**src/rtl/bilbo_pkg.sv**
```systemverilog
package bilbo_pkg;
  typedef enum logic [1:0] {
    MODE_SHIFT = 2'b00,
    MODE_GEN   = 2'b01,
    MODE_FUNC  = 2'b10,
    MODE_COMP  = 2'b11
  } bilbo_mode_e;
endpackage

```
**src/rtl/bilbo_feedback.sv**
```systemverilog
// Companion-matrix step of a modular (internal XOR) LFSR.
module bilbo_feedback #(
  parameter int WIDTH = 8,
  parameter logic [WIDTH-1:0] TAPS = 8'h1C
) (
  input  logic [WIDTH-1:0] cur,
  output logic [WIDTH-1:0] stepped
);
  logic fb;
  assign fb = cur[WIDTH-1];
  assign stepped[0] = fb;
  for (genvar i = 1; i < WIDTH; i++) begin : g_stage
    if (TAPS[i]) begin : g_tap
      assign stepped[i] = cur[i-1] ^ fb;
    end else begin : g_plain
      assign stepped[i] = cur[i-1];
    end
  end
endmodule

```
**src/rtl/bilbo_next.sv**
```systemverilog
// Next-state selection for the four modes.
module bilbo_next
  import bilbo_pkg::*;
#(
  parameter int WIDTH = 8
) (
  input  bilbo_mode_e      mode,
  input  logic [WIDTH-1:0] cur,
  input  logic [WIDTH-1:0] stepped,
  input  logic [WIDTH-1:0] d,
  input  logic             scan_in,
  output logic [WIDTH-1:0] nxt
);
  logic [WIDTH-1:0] shifted;
  assign shifted = {cur[WIDTH-2:0], scan_in};

  always_comb begin
    unique case (mode)
      MODE_SHIFT: nxt = shifted;
      MODE_GEN:   nxt = stepped;
      MODE_FUNC:  nxt = d;
      MODE_COMP:  nxt = stepped ^ d;
      default:    nxt = cur;
    endcase
  end
endmodule

```
**src/rtl/bilbo_reg.sv**
```systemverilog
module bilbo_reg
  import bilbo_pkg::*;
#(
  parameter int WIDTH = 8,
  parameter logic [WIDTH-1:0] TAPS = 8'h1C
) (
  input  logic             clk,
  input  logic             rst,
  input  logic [1:0]       mode,
  input  logic [WIDTH-1:0] d,
  input  logic             scan_in,
  output logic [WIDTH-1:0] q,
  output logic             scan_out
);
  logic [WIDTH-1:0] state_r;
  logic [WIDTH-1:0] stepped;
  logic [WIDTH-1:0] nxt;
  bilbo_mode_e      mode_e;

  assign mode_e = bilbo_mode_e'(mode);

  bilbo_feedback #(.WIDTH(WIDTH), .TAPS(TAPS)) u_fb (
    .cur     (state_r),
    .stepped (stepped)
  );

  bilbo_next #(.WIDTH(WIDTH)) u_next (
    .mode    (mode_e),
    .cur     (state_r),
    .stepped (stepped),
    .d       (d),
    .scan_in (scan_in),
    .nxt     (nxt)
  );

  always_ff @(posedge clk) begin
    if (rst) state_r <= '0;
    else     state_r <= nxt;
  end

  assign q        = state_r;
  assign scan_out = state_r[WIDTH-1];
endmodule

```
**config.mk**
```make
export PLATFORM = sky130hd
export DESIGN_NAME = bilbo_reg
export DESIGN_NICKNAME = d
export VERILOG_FILES = /design/src/rtl/bilbo_pkg.sv /design/src/rtl/bilbo_feedback.sv /design/src/rtl/bilbo_next.sv /design/src/rtl/bilbo_reg.sv
export SDC_FILE = /design/constraint.sdc
export NUM_CORES = 1
export LEC_CHECK = 0
export CAP_MARGIN = 15
export CORE_UTILIZATION = 40
export DETAILED_ROUTE_END_ITERATION = 12
export PLACE_DENSITY = 0.75
export SLEW_MARGIN = 20
export SYNTH_ARGS = -nofsm -noshare
export SYNTH_HDL_FRONTEND = slang
export SYNTH_SLANG_ARGS = --single-unit
```
**constraint.sdc**
```tcl
create_clock -name clk -period 1.8 [get_ports clk]
set_clock_uncertainty 0.2 [all_clocks]
set_input_delay 0.36 -clock clk [delete_from_list [all_inputs] [get_ports clk]]
set_output_delay 0.36 -clock clk [all_outputs]
set_load 0.02 [all_outputs]
```
After elaboration in Yosys (flattened, before gate mapping):

Cells that the tools add are included.

* eq/ne operators: 3
* mux-type cells: 1
* bitwise gates (word level): 4
* reduce and logical (&&, ||, !) cells: 1

Operators by type and width (number)
* $pmux W8 S4: 1
* $xor A8 B8 Y8: 1
* $eq A2 B2 Y1 const B: 2
* $xor A1 B1 Y1: 3
* $eq A2 B1 Y1 const B: 1
* $logic_not A2 Y1: 1

* register bits: 8
* output and inout bits: 9
* logic and storage cells: 10

Logic depth before layout (Yosys ltp):

Gate-level depths: netlist of the first run.

* word-level depth: 3
* depth in mapped cells: 5
* mapped depth without buffers: 4

Hierarchy:

Synthesis of the first run repeated with hierarchy kept, for this count alone.

* cells, all modules: 70
* area total of the unflattened synthesis: 665.6 sq um

By module, submodules not included
* bilbo_next: times used 1, cells an instance 45, area each 384.1 sq um, seq. area each 0.0 sq um
* bilbo_reg: times used 1, cells an instance 17, area each 217.7 sq um, seq. area each 160.2 sq um
* bilbo_feedback: times used 1, cells an instance 8, area each 63.8 sq um, seq. area each 0.0 sq um

Worst setup path before layout of the first run:

No wires, ideal clock.

* kind: reg2reg
* start: register state_r[7] (netlist: q[7])
* end: register state_r[4] (netlist: q[4])
* library setup time: 124 ps
* arrival: 1145 ps
* required time: 1476 ps
* path slack: 331 ps
* cell stages (with the launch flop): 6
* buffers on the path: 1
* cell sequence: dfxtp_1 buf_6 xnor2_2 o22ai_1 a311oi_1 nor2_1

* word-level cells in the longest chain between the ends: 3

Ends and longest elaborated chain
* from (decl): RTL line bilbo_reg.sv:15 `logic [WIDTH-1:0] state_r;`
* from (signal assigned): RTL line bilbo_reg.sv:38 `else state_r <= nxt;`
* $xor A1 B1 Y1 *: RTL line bilbo_feedback.sv:14 `assign stepped[i] = cur[i-1] ^ fb;`
* $xor A8 B8 Y8: RTL line bilbo_next.sv:22 `MODE_COMP: nxt = stepped ^ d;`
* $pmux W8 S4 *: RTL line bilbo_next.sv:18 `unique case (mode)`

Every way passes the cells marked *; elsewhere a longest branch is shown, timed or not.
A chain may end at the register's enable or synchronous reset.

Worst setup path in the final report of the first run:

* start: input mode[1]
* end: register state_r[2] (netlist: q[2])

* word-level cells in the longest chain between the ends: 2

Ends and longest elaborated chain
* from (decl): RTL line bilbo_reg.sv:9 `input logic [1:0] mode,`
* $eq A2 B2 Y1, or another cell as far along: RTL line bilbo_next.sv:18
* $pmux W8 S4 *: RTL line bilbo_next.sv:18

Marked as above.

==> flow_summary_export.csv, run 1 <==
group,metric,value,unit
outcome,outcome,"completed",
setup_path,end_kind,"flop",
grt,grt_usage,0.196,
die,dieHeight,38.2,µm
die,die_w,38.2,µm
placement,place.gp.congestion,0.702,
sta,hold_viol_final,0,
setup_path,critPathRequiredTime,1750,ps
cts,cts_max_path_buffers,2,
setup_path,worstSetupPathType,"input pin to flop",
pwr,p_sw,0.000163,W
die,coreArea,1160,µm²
pwr,leakagePower,0.366,nW
routing,post_drt_via_cell_ratio,5.29,
routing,route.vias.total,540,
die,ioPinCount,22,
synth,yosys_warnings,0,
synth,synthFlopType,"dfxtp_1",
sta,worst_pin_slew,303,ps
pwr,p_int,0.000358,W
cts,clock_latency,260,ps
synth,synth_nets,78,
synth,ys_ff_latch,8,
cts,holdBufCountCts,0,
pwr,seq_power_share,0.400,
synth,syn_inst,65,
final_layout,design_area,768,µm²
final_layout,antenna_cells,0,
sta,rsz0062_at_grt,"false",
pwr,combPwrFrac,0.321,
grt,antenna_found_initial,0,
cts,cts_setup_buffers,0,
cts,htreeDepth,1,
synth,async_flop_share,0,
placement,dp_hpwl,848,µm
synth,synth_edf_count,0,
setup_path,worstPathMaxFanout,5,
pwr,power.density,678,nW/µm²
sta,slew_headroom,0.798,
sta,period_needed,1660,ps
cts,cts.clk_slew.worst_paths,60,ps
routing,totalWireLength,1.21,mm
routing,ant_nets,0,
final_layout,stdcell_count,102,
grt,grt_max_degree,14,
synth,ys_types,21,
setup_path,startpoint_type,"input pin",
sta,fmax,604,MHz
placement,place_area,742,µm²
routing,routedWlPerCell,11.8,µm
cts,cts_tree,"built",
routing,route.detailed.drc,0,
grt,grt_pass1_vias,466,
sta,setup_viol,0,
grt,grt_pass1_wl,1.95,mm
cts,numClockSinks,8,
job,max-cap-violations,0,
sta,fin_crit_sh,0.920,
pwr,clock_power_share,0.278,
routing,drt-initial-drc-count,9,
routing,dr.pass1.iters,5,
final_layout,largest_reg_flops,8,
placement,io_buffers,21,
cts,cts_resized,5,
synth,synth_area,523,µm²
placement,post-place-cells,99,
die,rows,12,
pwr,swShare,0.312,
setup_path,cp.arrival,1600,ps
final_layout,drive_above_1_share,0.114,
sta,slew_viol_final,0,
final_layout,layout-area-overhead-vs-synth,46.9,%
grt,grt_overflow,0,
final_layout,final_nets,103,
die,die-area,1460,µm²
hold_path,hold_path_class,"flop to flop",
die,start_util,0.452,
final_layout,n_fill_cell,101,
synth,ys_seq_area_frac,0.306,
cts,cts-root-buf,"clkbuf_4",
pwr,ir_drop,0.000474,V
cts,cts_buffers,3,
synth,avgSynthCellArea,8.05,µm²
==> worst max-delay path, stage by stage <==
cell and delay (ps):
clkdlybuf4s50_1 590, mux2i_1 220, o22ai_1 90, a311oi_1 270
nor2_1 60
==> per-stage QoR <==
stage                     setup TNS [ps]  setup WS (ps)  hold slack [ps]   util  power, W
after floorplan                        0            331              325      -  0.000314
after detailed placement            -390           -137              306  0.642  0.000389
after global placement              -308           -125              294  0.642  0.000387
after CTS                              0           3.42              315  0.656  0.000532
after global routing                   0           67.9              340  0.665  0.000552
final                                  0            144              311  0.665  0.000521
==> path summary, 6_finish.rpt <==
check,end,startpoint,slack (ps),cells past startpoint
min reg2reg,q[7],q[6],310,2
min,q[7],q[6],310,2
max reg2reg,q[2],q[7],340,5
max,q[2],mode[1],140,5
==> power by group through the flow <==
| stage | Combinational (W) | Clock, W | Sequential (W) |
|---|---|---|---|
| floorplan | 0.0000836 | 0 | 0.000231 |
| global placement | 0.000174 | 0 | 0.000213 |
| detailed placement | 0.000176 | 0 | 0.000213 |
| CTS | 0.000170 | 0.000154 | 0.000209 |
| global route | 0.000183 | 0.000159 | 0.000210 |
| finish | 0.000167 | 0.000145 | 0.000208 |
==> final cells by class <==
class	count	area (µm²)	area share
clock buffers	3	22.5	0.0293
repair buffers	26	251	0.327
flip-flops and latches	8	160	0.208
multi-input cells	49	309	0.402
well taps	14	17.5	0.0228
inverters	2	7.51	0.00977
==> cell usage in the layout (no fill, tap or decap) <==
cell,n
o22ai_1,2
inv_1,1
o21ai_0,2
nor2_1,9
xnor2_1,2
a21oi_1,4
clkbuf_4,3
xnor2_2,1
dlygate4sd2_1,5
clkdlybuf4s50_1,12
nand2b_1,4
a311oi_1,3
dfxtp_1,8
nand3b_1,2
mux2i_1,4
a32oi_1,4
buf_4,5
inv_2,1
o21ai_1,4
dlymetal6s2s_1,4
nor3b_1,2
nand2_1,6
==> cells in the mapped netlist (3+ instances only) <==
cell      count  share of area
a32oi_1       4          0.067
o21ai_1       4          0.038
dfxtp_1       8           0.31
nand2_1       6          0.043
nor2_1        9          0.065
a311oi_1      3          0.050
mux2i_1       4          0.077
nand2b_1      4          0.048
a21oi_1       4          0.038
==> kinds of logic after synthesis <==
logic type / Yosys count / share of synthesized area
DFF: 8 / 0.306
buffers and inverters: 8 / 0.103
muxes: 4 / 0.0766
and+or+nand+nor: 23 / 0.213
xor gates and xnor gates: 3 / 0.0646
AOI/OAI and AO/OA: 19 / 0.237
==> routing by layer <==
layer | vias to the layer above | global-route usage | routed length, µm
met2 | 20 | 0.314 | 574
met3 | 3 | 0.0523 | 87
met5 | - | 0 | 0
met1 | 239 | 0.234 | 521
li1 | 278 | - | -
met4 | 0 | 0.107 | 22
Power figures use the tool's default switching activity.
==> run 2, diff against run 1 <==
Settings changed: ABC_AREA set to 1, CORE_AREA set to 5 5 42 44, CORE_UTILIZATION 40 to unset, DIE_AREA set to 0 0 47 49, PLACE_DENSITY 0.75 to 0.7.
==> run 2 against run 1 <==
  * Setup slack improved by 80 ps
  * Via count decreased by 0.56%
  * Non-clock buffer count down 2
  * Final cell count rose by 13%
  * Combinational power shrank 20%
  * First-iteration DRC count shrank 78%
  * Count of clock-buffer cells in the layout is the same
  * Cell area fell by 5.7%
  * Hold slack improved by 15 ps
  * Global-route usage is 7.2 points lower
  * Sequential power decreased by 3%
  * Critical endpoint is now q[1]
==> flow_summary_export.csv, run 2 <==
group,metric,value,unit
final_layout,layout-area-overhead-vs-synth,53.6,%
final_layout,antenna_cells,0,
cts,clock_latency,250,ps
setup_path,critPathRequiredTime,1240,ps
grt,grt_pass1_vias,473,
grt,grt_pass1_wl,2.09,mm
routing,post_drt_via_cell_ratio,4.67,
final_layout,layout_commonest_cell,"nand2_1",
synth,synth_nets,88,
routing,route.detailed.drc,0,
synth,netlist.area_leader.share,0.340,
final_layout,drive_above_1_share,0.0808,
setup_path,cp.arrival,1020,ps
sta,fin_tns_setup,0,ps
outcome,outcome,"completed",
synth,syn_inst,75,
synth,synth.area.top_cells,"dfxtp_1, nand2_1, inv_1",
synth,synth_edf_count,0,
synth,yosys_warnings,0,
cts,htreeDepth,1,
cts,cts_max_path_buffers,2,
pwr,ir_drop,0.000392,V
synth,ys_seq_area_frac,0.340,
sta,period_needed,1580,ps
setup_path,path_cells,"dlygate4sd2_1",
routing,drt-initial-drc-count,2,
sta,slew_viol_final,0,
final_layout,mostFrequentLayoutCells,"nand2_1, clkdlybuf4s50_1, inv_1",
synth,yosysMostFrequentCell,"nand2_1",
cts,cts_tree,"built",
die,die_w,47,µm
synth,ys_types,13,
synth,ys_ff_latch,8,
die,start_util,0.337,
sta,fin_crit_sh,0.875,
routing,routedWlPerCell,10.8,µm
die,ioPinCount,22,
final_layout,largest_reg_flops,8,
cts,cts-root-buf,"clkbuf_4",
hold_path,hold_path_class,"flop to flop",
job,max-cap-violations,0,
cts,numClockSinks,8,
setup_path,critical_path.top_delay_family,"flip-flops",
synth,async_flop_share,0,
setup_path,slowest_stage,"dfxtp_1",
placement,place.gp.congestion,0.721,
grt,antenna_found_initial,0,
sta,worst_pin_slew,272,ps
routing,dr.pass1.iters,4,
die,rows,14,
synth,avgSynthCellArea,6.29,µm²
pwr,leakagePower,0.421,nW
synth,synth_top_area_cell,"dfxtp_1",
sta,setup_viol,0,
final_layout,n_fill_cell,161,
setup_path,startpoint_type,"flop",
final_layout,final_nets,114,
setup_path,slowest_delay,400,ps
placement,dp_hpwl,970,µm
sta,fmax,635,MHz
sta,holdWs,325,ps
cts,cts.clk_slew.worst_paths,60,ps
setup_path,end_kind,"output pin",
routing,totalWireLength,1.24,mm
setup_path,worstSetupPathType,"flop to output pin",
routing,route.vias.total,537,
placement,io_buffers,21,
grt,grt_overflow,0,
grt,grt_max_degree,14,
cts,cts_buffers,3,
die,coreArea,1400,µm²
synth,synth_top_cells_by_count,"nand2_1, inv_1, dfxtp_1",
sta,hold_viol_final,0,
routing,ant_nets,0,
die,die-area,2300,µm²
die,dieHeight,49,µm
sta,rsz0062_at_grt,"false",
setup_path,critPathBufInv,1,
sta,slew_headroom,0.818,
synth,synthFlopType,"dfxtp_1",
setup_path,worstPathMaxFanout,5,
synth,synth_area,472,µm²
grt,grt_usage,0.124,
pwr,power.density,657,nW/µm²
==> run 2: cell count changes in the layout (fill, tap and decap cells not counted), sizes merged, moves of 3 or more <==
| cell | before | now |
|---|---|---|
| o21ai | 6 | 0 |
| a311oi | 3 | 0 |
| nand4 | 0 | 4 |
| inv | 2 | 11 |
| a22oi | 0 | 3 |
| nor2 | 9 | 5 |
| nand2b | 4 | 0 |
| mux2i | 4 | 0 |
| nand3 | 0 | 7 |
| nand2 | 6 | 27 |
| a32oi | 4 | 0 |
==> run 2: layout make-up <==
type	instances	area, µm²	area share
Clock buffer	3	22.5	0.0311
Inverter	11	41.3	0.0570
Multi-Input combinational cell	53	244	0.337
Sequential cell	8	160	0.221
Tap cell	16	20.0	0.0276
Timing Repair Buffer	24	236	0.326
==> run 2: kinds of logic after synthesis <==
group	synth area share
simple gates	0.387
buf+inv	0.143
compound gates	0.111
flops	0.340
xor+xnor	0.0186
==> run 2: timing repair <==
item	CTS	global route
buffers inserted	0	0
hold buffers	0	0
resized for setup	5	4
endpoints found under the setup margin	5	4
==> run 2: power by group <==
| part | switching (W) | internal (W) |
|---|---|---|
| combinational | 0.0000685 | 0.0000650 |
| sequential | 0.0000112 | 0.000191 |
| clock | 0.0000641 | 0.0000765 |
| total | 0.000144 | 0.000332 |
==> run 2: per-layer routing <==
metal | up-vias | global-route usage | part of all wire
met5 | - | 0 | 0
li1 | 286 | - | -
met1 | 235 | 0.163 | 0.44
met4 | 0 | 0.0553 | 0.019
met3 | 3 | 0.0406 | 0.059
met2 | 13 | 0.179 | 0.48
==> run 2: path summary, 6_finish.rpt <==
check                           cells after the start  slack [ps]   end  startpoint
worst min register to register                      2         330  q[2]        q[1]
worst min-delay path                                2         330  q[2]        q[1]
worst max-delay path                                1         220  q[1]        q[1]
worst max register to register                      7         570  q[4]        q[7]
==> run 2: through the flow <==
| stage | cell area [µm²] | instances | power (W) | util | setup WS, ps |
|---|---|---|---|---|---|
| after global routing | 724 | 115 | 0.000506 | 0.517 | 167 |
| after global placement | 698 | 112 | 0.000346 | 0.498 | 65.2 |
| after CTS | 714 | 115 | 0.000484 | 0.510 | 5.66 |
| final | 724 | 115 | 0.000476 | 0.517 | 224 |
| after floorplan | 472 | 75 | 0.000278 | - | 489 |
| after detailed placement | 698 | 112 | 0.000347 | 0.498 | 43.3 |
==> run 3, diff against run 2 <==
Settings changed: ABC_AREA 1 to unset, CORE_AREA 5 5 42 44 to unset, CORE_MARGIN set to 5, CORE_UTILIZATION set to 40, DIE_AREA 0 0 47 49 to unset, MAX_ROUTING_LAYER set to met4, PLACE_DENSITY 0.7 to 0.75.
==> run 3 against run 2 <==
  * Flip-flop and latch count stayed put
  * Largest power group unchanged
  * Sequential share of layout area is 1.4 points lower
  * Via count increased by 3.0%
  * Combinational power grew 28%
  * Critical path type is now input pin to flop
  * Sequential power increased by 3%
  * Critical path depth increased by 4
  * Setup slack got worse by 90 ps
  * Clock power down 3%
  * Global-route usage increased by 2.2 points
  * Routed wire length up 8.9%
  * Core utilization increased by 9.3 points
==> flow_summary_export.csv, run 3 (synthesized netlist as in run 1, its figures left out) <==
group,metric,value,unit
setup_path,timing.critical_path.from,"mode[1]",
grt,gr-usage-met3,0.0508,
hold_path,hold_path_class,"flop to flop",
grt,grt_pass1_wl,2.19,mm
sta,fmax,600,MHz
setup_path,critPathRequiredTime,1730,ps
grt,grt.busiest_layer,"met2",
grt,grt_overflow,0,
die,rows,13,
cts,htreeDepth,1,
routing,totalWireLength,1.35,mm
setup_path,worstPathMaxFanout,5,
placement,place_area,743,µm²
sta,slew_headroom,0.812,
routing,post_drt_via_cell_ratio,5.37,
cts,cts-root-buf,"clkbuf_4",
final_layout,fin_util,0.609,
setup_path,end_kind,"flop",
grt,met2_usage,0.239,
sta,worst_pin_slew,281,ps
routing,ant_nets,0,
die,start_util,0.412,
grt,grt_max_degree,16,
routing,route.vias.total,553,
setup_path,cp.arrival,1600,ps
placement,place.gp.congestion,0.814,
pwr,ir_drop,0.000483,V
setup_path,startpoint_type,"input pin",
cts,cts_setup_buffers,0,
cts,cts_buffers,3,
sta,setup_viol,0,
cts,cts_max_path_buffers,2,
routing,drt-initial-drc-count,3,
cts,holdBufCountCts,0,
sta,period_needed,1670,ps
final_layout,final_nets,103,
placement,dp_hpwl,983,µm
die,ioPinCount,22,
grt,antenna_found_initial,0,
sta,fin_crit_sh,0.925,
placement,io_buffers,21,
die,die-area,2130,µm²
final_layout,layout-area-overhead-vs-synth,47.8,%
setup_path,worstSetupPathType,"input pin to flop",
grt,grt_util_met1,0.163,
final_layout,drive_above_1_share,0.114,
job,max-cap-violations,0,
final_layout,design_area,773,µm²
cts,cts.clk_slew.worst_paths,50,ps
final_layout,largest_reg_flops,8,
grt,grt_pass1_vias,537,
setup_path,reg2reg_slack,340,ps
routing,routedWlPerCell,13.1,µm
grt,grt_usage,0.146,
routing,route.detailed.drc,0,
sta,slew_viol_final,0,
final_layout,layout_commonest_cell,"clkdlybuf4s50_1",
setup_path,r2r_cells,5,
final_layout,mostFrequentLayoutCells,"clkdlybuf4s50_1, nor2_1, dfxtp_1",
pwr,power.density,667,nW/µm²
setup_path,r2r_end,"q[2]",
die,coreArea,1270,µm²
sta,hold_viol_final,0,
final_layout,antenna_cells,0,
outcome,outcome,"completed",
cts,cts_tree,"built",
pwr,leakagePower,0.377,nW
cts,numClockSinks,8,
die,die_w,46.2,µm
die,dieHeight,46.2,µm
cts,clock_latency,250,ps
routing,dr.pass1.iters,2,
setup_path,r2r_start,"q[7]",
setup_path,critPathCapture,"q[2]",
sta,rsz0062_at_grt,"false",
## run 3: cell type report
| cell class | instances | area (µm²) |
|---|---|---|
| well taps | 15 | 18.8 |
| fillers | 126 | 495 |
| inverters | 2 | 7.51 |
| multi-input cells | 49 | 309 |
| clock buffers | 3 | 22.5 |
| flip-flops and latches | 8 | 160 |
| repair buffers | 26 | 255 |
## run 3: critical path: stages
cell             delay (ps)
clkdlybuf4s50_1         590
mux2i_1                 230
o22ai_1                 100
a311oi_1                260
nor2_1                   60
## run 3: timing repair
item / 4_1_cts / 5_1_grt
setup endpoints to repair: 4 / 5
resized for setup: 4 / 5
pin swaps: 0 / 0
gates cloned: 0 / 0
## run 3: worst min-delay path by stage
stage               startpoint    to  slack, ps  cells after the start
global placement          q[6]  q[7]        310                      2
floorplan                 d[2]  q[2]        320                      2
CTS                       q[6]  q[7]        330                      2
global route              q[4]  q[5]        350                      2
finish                    q[6]  q[7]        320                      2
detailed placement        q[6]  q[7]        310                      2
## run 3: layer usage
metal	vias to the layer above	routed length [µm]
li1	278	-
met1	255	584
met2	20	642
met3	0	121
met4	0	0
met5	-	0
## run 3: report_power, final
group / internal [W] / switching, W
clock network: 0.0000763 / 0.0000609
logic: 0.0000893 / 0.0000803
registers: 0.000193 / 0.0000163
## run 3: metrics by stage
| step | std cells | hold WS, ps | power, W | TNS (ps) | setup WS, ps |
|---|---|---|---|---|---|
| 2_1_floorplan | 65 | 325 | 0.000314 | 0 | 331 |
| 3_3_place_gp | 100 | 307 | 0.000388 | -365 | -109 |
| 3_5_place_dp | 100 | 310 | 0.000390 | -492 | -125 |
| 4_1_cts | 103 | 328 | 0.000526 | 0 | 1.92 |
| 5_1_grt | 103 | 349 | 0.000554 | 0 | 46.1 |
| 6_report | 103 | 316 | 0.000516 | 0 | 134 |
